## src/rtl/chop_pkg.sv

```systemverilog
package chop_pkg;
  typedef enum logic [1:0] {
    ST_DRIVE = 2'b00,
    ST_OFF   = 2'b01,
    ST_BLANK = 2'b10
  } chop_st_e;

  typedef enum logic [1:0] {
    RC_NONE = 2'b00,
    RC_FAST = 2'b01,
    RC_SLOW = 2'b10
  } recirc_e;
endpackage

```

## src/rtl/chop_sync.sv

```systemverilog
module chop_sync #(
  parameter int STAGES = 2
) (
  input  logic clk_i,
  input  logic rst_ni,
  input  logic d_i,
  output logic q_o
);
  logic [STAGES-1:0] sr_q;

  always_ff @(posedge clk_i or negedge rst_ni) begin
    if (!rst_ni) sr_q <= '0;
    else         sr_q <= {sr_q[STAGES-2:0], d_i};
  end

  assign q_o = sr_q[STAGES-1];
endmodule

```

## src/rtl/chop_timer.sv

```systemverilog
module chop_timer #(
  parameter int CW = 16
) (
  input  logic          clk_i,
  input  logic          rst_ni,
  input  logic          load_i,
  input  logic [CW-1:0] load_val_i,
  output logic          zero_o
);
  logic [CW-1:0] cnt_q;

  always_ff @(posedge clk_i or negedge rst_ni) begin
    if (!rst_ni)             cnt_q <= '0;
    else if (load_i)         cnt_q <= load_val_i;
    else if (cnt_q != '0)    cnt_q <= cnt_q - 1'b1;
  end

  assign zero_o = (cnt_q == '0);
endmodule

```

## src/rtl/chop_out.sv

```systemverilog
module chop_out
  import chop_pkg::*;
(
  input  logic       hs_allow_i,
  input  logic       pwm_i,
  input  logic       slow_i,
  output logic       hs_en_o,
  output logic [1:0] recirc_o
);
  recirc_e rc;

  always_comb begin
    hs_en_o = hs_allow_i & pwm_i;
    if (hs_en_o)     rc = RC_NONE;
    else if (slow_i) rc = RC_SLOW;
    else             rc = RC_FAST;
  end

  assign recirc_o = rc;
endmodule

```

## src/rtl/chop_ctrl.sv

```systemverilog
module chop_ctrl
  import chop_pkg::*;
#(
  parameter int CW        = 16,
  parameter int SYNC_STGS = 2
) (
  input  logic          clk_i,
  input  logic          rst_ni,
  input  logic          trip_i,
  input  logic          pwm_i,
  input  logic          slow_decay_i,
  input  logic [CW-1:0] off_cnt_i,
  input  logic [CW-1:0] blank_cnt_i,
  output logic          hs_en_o,
  output logic [1:0]    recirc_o,
  output logic [1:0]    state_o
);
  localparam logic [CW-1:0] ONE = CW'(1);

  chop_st_e      state_q, state_d;
  logic          trip_s;
  logic          tmr_zero;
  logic          tmr_load;
  logic [CW-1:0] tmr_val;
  logic [CW-1:0] off_ld, blank_ld;

  // zero behaves as one: load value is max(n,1)-1
  assign off_ld   = (off_cnt_i   == '0) ? '0 : off_cnt_i   - ONE;
  assign blank_ld = (blank_cnt_i == '0) ? '0 : blank_cnt_i - ONE;

  chop_sync #(.STAGES(SYNC_STGS)) u_sync (
    .clk_i (clk_i),
    .rst_ni(rst_ni),
    .d_i   (trip_i),
    .q_o   (trip_s)
  );

  chop_timer #(.CW(CW)) u_timer (
    .clk_i     (clk_i),
    .rst_ni    (rst_ni),
    .load_i    (tmr_load),
    .load_val_i(tmr_val),
    .zero_o    (tmr_zero)
  );

  always_comb begin
    state_d  = state_q;
    tmr_load = 1'b0;
    tmr_val  = blank_ld;
    unique case (state_q)
      ST_BLANK: begin
        if (!pwm_i)        tmr_load = 1'b1;
        else if (tmr_zero) state_d  = ST_DRIVE;
      end
      ST_DRIVE: begin
        if (!pwm_i) begin
          state_d  = ST_BLANK;
          tmr_load = 1'b1;
        end else if (trip_s) begin
          state_d  = ST_OFF;
          tmr_load = 1'b1;
          tmr_val  = off_ld;
        end
      end
      ST_OFF: begin
        if (tmr_zero) begin
          state_d  = ST_BLANK;
          tmr_load = 1'b1;
        end
      end
      default: begin
        state_d  = ST_BLANK;
        tmr_load = 1'b1;
      end
    endcase
  end

  always_ff @(posedge clk_i or negedge rst_ni) begin
    if (!rst_ni) state_q <= ST_BLANK;
    else         state_q <= state_d;
  end

  chop_out u_out (
    .hs_allow_i(state_q != ST_OFF),
    .pwm_i     (pwm_i),
    .slow_i    (slow_decay_i),
    .hs_en_o   (hs_en_o),
    .recirc_o  (recirc_o)
  );

  assign state_o = state_q;
endmodule

```

## config.mk

```make
export PLATFORM = sky130hd
export DESIGN_NAME = chop_ctrl
export DESIGN_NICKNAME = d
export VERILOG_FILES = /design/src/rtl/chop_pkg.sv /design/src/rtl/chop_sync.sv /design/src/rtl/chop_timer.sv /design/src/rtl/chop_out.sv /design/src/rtl/chop_ctrl.sv
export SDC_FILE = /design/constraint.sdc
export NUM_CORES = 1
export LEC_CHECK = 0
export BUFFER_PORTS_ARGS = -buffer_cell sky130_fd_sc_hd__buf_2
export CORE_ASPECT_RATIO = 1.25
export CORE_MARGIN = 2
export CORE_UTILIZATION = 25
export CTS_CLUSTER_DIAMETER = 200
export DETAILED_ROUTE_END_ITERATION = 8
export PLACE_DENSITY_LB_ADDON = 0.2
export SYNTH_ARGS = -nofsm -noshare
export SYNTH_HDL_FRONTEND = slang
export SYNTH_HIERARCHICAL = 1
export SYNTH_SLANG_ARGS = --single-unit
```

## constraint.sdc

```tcl
create_clock -name clk_i -period 5.35 [get_ports clk_i]
set_input_delay 1.07 -clock clk_i [delete_from_list [all_inputs] [get_ports clk_i]]
set_output_delay 1.07 -clock clk_i [all_outputs]
set_load 0.005 [all_outputs]
```

==> metrics.yaml <==
postRouteAntennaNets: 0
firstDrtPassIters: 4
hp-class: "reg -> reg"
num_rows: 35
dp_hpwl_mm: 3.92
final.setup_skew_ns: 0.00412
yosys_register_bits: 20
synth.distinct_cells: 49
pwr-share-clk: 0.273
area_delta_synth_final_pct: 18.7
coreArea_um2: 7400
outcome: "finished, final reports clean"
intPower_mw: 0.290
wl_mm: 4.59
drv_cap: 0
insertion_delay_ns: 0.25
grt_pass1_vias: 1715
p_sw_mw: 0.132
clock-root-buffer: "clkbuf_8"
arrival_ns: 3.32
p_comb_frac: 0.279
io_buffers: 41
nNetsFinal: 309
rsz0062_at_grt: "false"
netlist_area_um2: 1910
clkSinkCount: 20
die_y_um: 102
fillerInstances: 816
place.gp.congestion: 0.749
peakVddDrop_uv: 109
ctsHoldBuffers: 0
num_vias: 1731
wire_per_inst_um: 12.8
worst_slew_pin_slew_ns: 0.852
switching_share: 0.313
drc: 0
die-area_um2: 8360
syn_nets: 267
ctsResizeCount: 0
slew_violations: 0
ctsLongestPathBuffers: 2
initial_core_util: 0.258
grt_pass1_wl_mm: 7.87
htreeDepth: 1
slew-limit-headroom: 0.431
antenna_found_initial: 0
post-cts-setup-buffer-count: 0
syn_inst: 227
power_frac_seq: 0.448
diodes: 0
cellPowerDensity_nw_per_um2: 186
cp_max_fo: 19
path_class: "reg -> reg"
start_kind: "register"
clk_pin_slew_ns: 0.08
vias_per_cell: 4.81
yosysWarnings: 6
finalHoldViolCount: 0
setup_tns_ns: 0
max_freq_ghz: 0.315
hold_ws_ns: 0.352
cp_data_required_time_ns: 5.50
end_kind: "register"
first_iter_violations: 70
avgSynthCellArea_um2: 8.42
die_w_um: 82.2
cts_tree: "built"
grt_usage: 0.119
drive_gt1_frac: 0.250
cts_buffers: 3
ys_seq_area_frac: 0.263
post-route-min-period_ns: 3.17
period_share: 0.593
finalSetupViolations: 0
p_leak_nw: 0.860
ios: 42
grt_max_degree: 21
grt_overflow: 0
final timing paths:
check	to	startpoint	slack [ns]	cells after the start
min reg2reg	u_sync/sr_q[1]	u_sync/sr_q[0]	0.35	0
max	u_timer/cnt_q[1]	u_timer/cnt_q[0]	2.18	10
min in group asynchronous	u_sync/sr_q[1]	rst_ni	0.75	1
min	u_sync/sr_q[1]	u_sync/sr_q[0]	0.35	0
max in group asynchronous	state_o[1]	rst_ni	4.26	1
max reg2reg	u_timer/cnt_q[1]	u_timer/cnt_q[0]	2.18	10
cell families (layout without fill, tap and decap cells):
family,count (synthesis),after routing,synth area share
fa+ha+maj,3,3,0.0196
simple gates,103,103,0.320
flops,20,20,0.263
xor+xnor,34,34,0.156
buf+inv,14,55,0.0334
mux,13,13,0.0688
compound gates,40,40,0.140
flip-flops by register name, summed over array words and instances (netlist names):
signal / count
state_o: 2
u_sync/sr_q: 2
u_timer/cnt_q: 16
layout by cell type (no fill, tap or decap), drive strengths merged, types with 3 or more instances in the layout:
cell type and n:
or3 3, a21oi 7, nor3 11, clkbuf 4
xnor2 23, dfrtp 19, nor4 8, inv 8
o31ai 5, nor3b 3, o22ai 15, nor4b 3
nand2b 4, ha 3, xor2 11, nor2 26
nand3b 3, buf 43, nor2b 5, nand3 3
mux2i 12, nand2 21, or4 7, o21ai 7
critical path, cell delays in order, from the launching register on:
cell     delay (ns)
dfrtp_1        0.40
inv_1          0.10
ha_1           0.20
or4b_4         0.52
or4_4          0.45
nor4b_4        0.39
nor2_1         0.09
a21oi_1        0.13
buf_4          0.25
inv_1          0.22
mux2_2         0.32
metrics by stage:
stage,cell area [µm²],power (mW),cells,util,setup slack [ns]
after global placement,2210,0.312,356,0.299,2.15
after floorplan,1910,0.265,227,-,2.28
after global routing,2270,0.454,360,0.306,1.99
final,2270,0.422,360,0.306,2.18
after detailed placement,2210,0.311,356,0.299,2.11
after CTS,2270,0.428,360,0.306,2.16
final cells by class:
cell class	count	area (µm²)	share of cell area
tap	92	115	0.0508
inverter	8	30.0	0.0132
multi-input combinational	193	1350	0.593
clock buffer	4	55.1	0.0243
sequential	20	502	0.221
timing repair buffer	43	220	0.0971
Yosys cell counts, drive strengths merged:
library cell | n | share of area
o21ai | 7 | 0.018
a211oi | 1 | 0.0039
buf | 2 | 0.0098
nand4b | 1 | 0.0046
o21bai | 1 | 0.0098
clkbuf | 4 | 0.0079
or4 | 7 | 0.033
or3 | 3 | 0.012
dfrtp | 19 | 0.25
nor4 | 8 | 0.041
or4b | 1 | 0.0072
nand3b | 3 | 0.012
dfstp | 1 | 0.014
nand2b | 4 | 0.013
a31oi | 1 | 0.0033
o31a | 1 | 0.0046
nor2 | 26 | 0.052
nor3b | 3 | 0.012
o31ai | 5 | 0.020
nor3 | 11 | 0.029
nand3 | 3 | 0.0079
nand2 | 21 | 0.043
mux2i | 12 | 0.063
xnor2 | 23 | 0.11
nor4b | 3 | 0.022
and2 | 2 | 0.0079
ha | 3 | 0.020
nor2b | 5 | 0.016
a21oi | 7 | 0.018
inv | 8 | 0.016
or2 | 2 | 0.0079
mux2 | 1 | 0.0059
o22ai | 15 | 0.052
xor2 | 11 | 0.050
a21o | 1 | 0.0039
a21boi | 1 | 0.0059
layer usage:
metal | global-route usage | vias up | share of wire
met1 | 0.157 | 793 | 0.45
met4 | 0.0231 | 0 | 0
li1 | - | 902 | -
met5 | 0 | - | 0
met3 | 0.0143 | 0 | 0.041
met2 | 0.205 | 36 | 0.51
power groups by stage:
| stage | Sequential [mW] | Clock, mW | Combinational, mW |
|---|---|---|---|
| 3_3_place_gp | 0.192 | 0 | 0.120 |
| 5_1_grt | 0.192 | 0.128 | 0.134 |
| 6_report | 0.189 | 0.115 | 0.118 |
| 3_5_place_dp | 0.192 | 0 | 0.119 |
| 4_1_cts | 0.189 | 0.120 | 0.120 |
| 2_1_floorplan | 0.185 | 0 | 0.0796 |
Note: power is estimated with default switching activity, not from simulation.
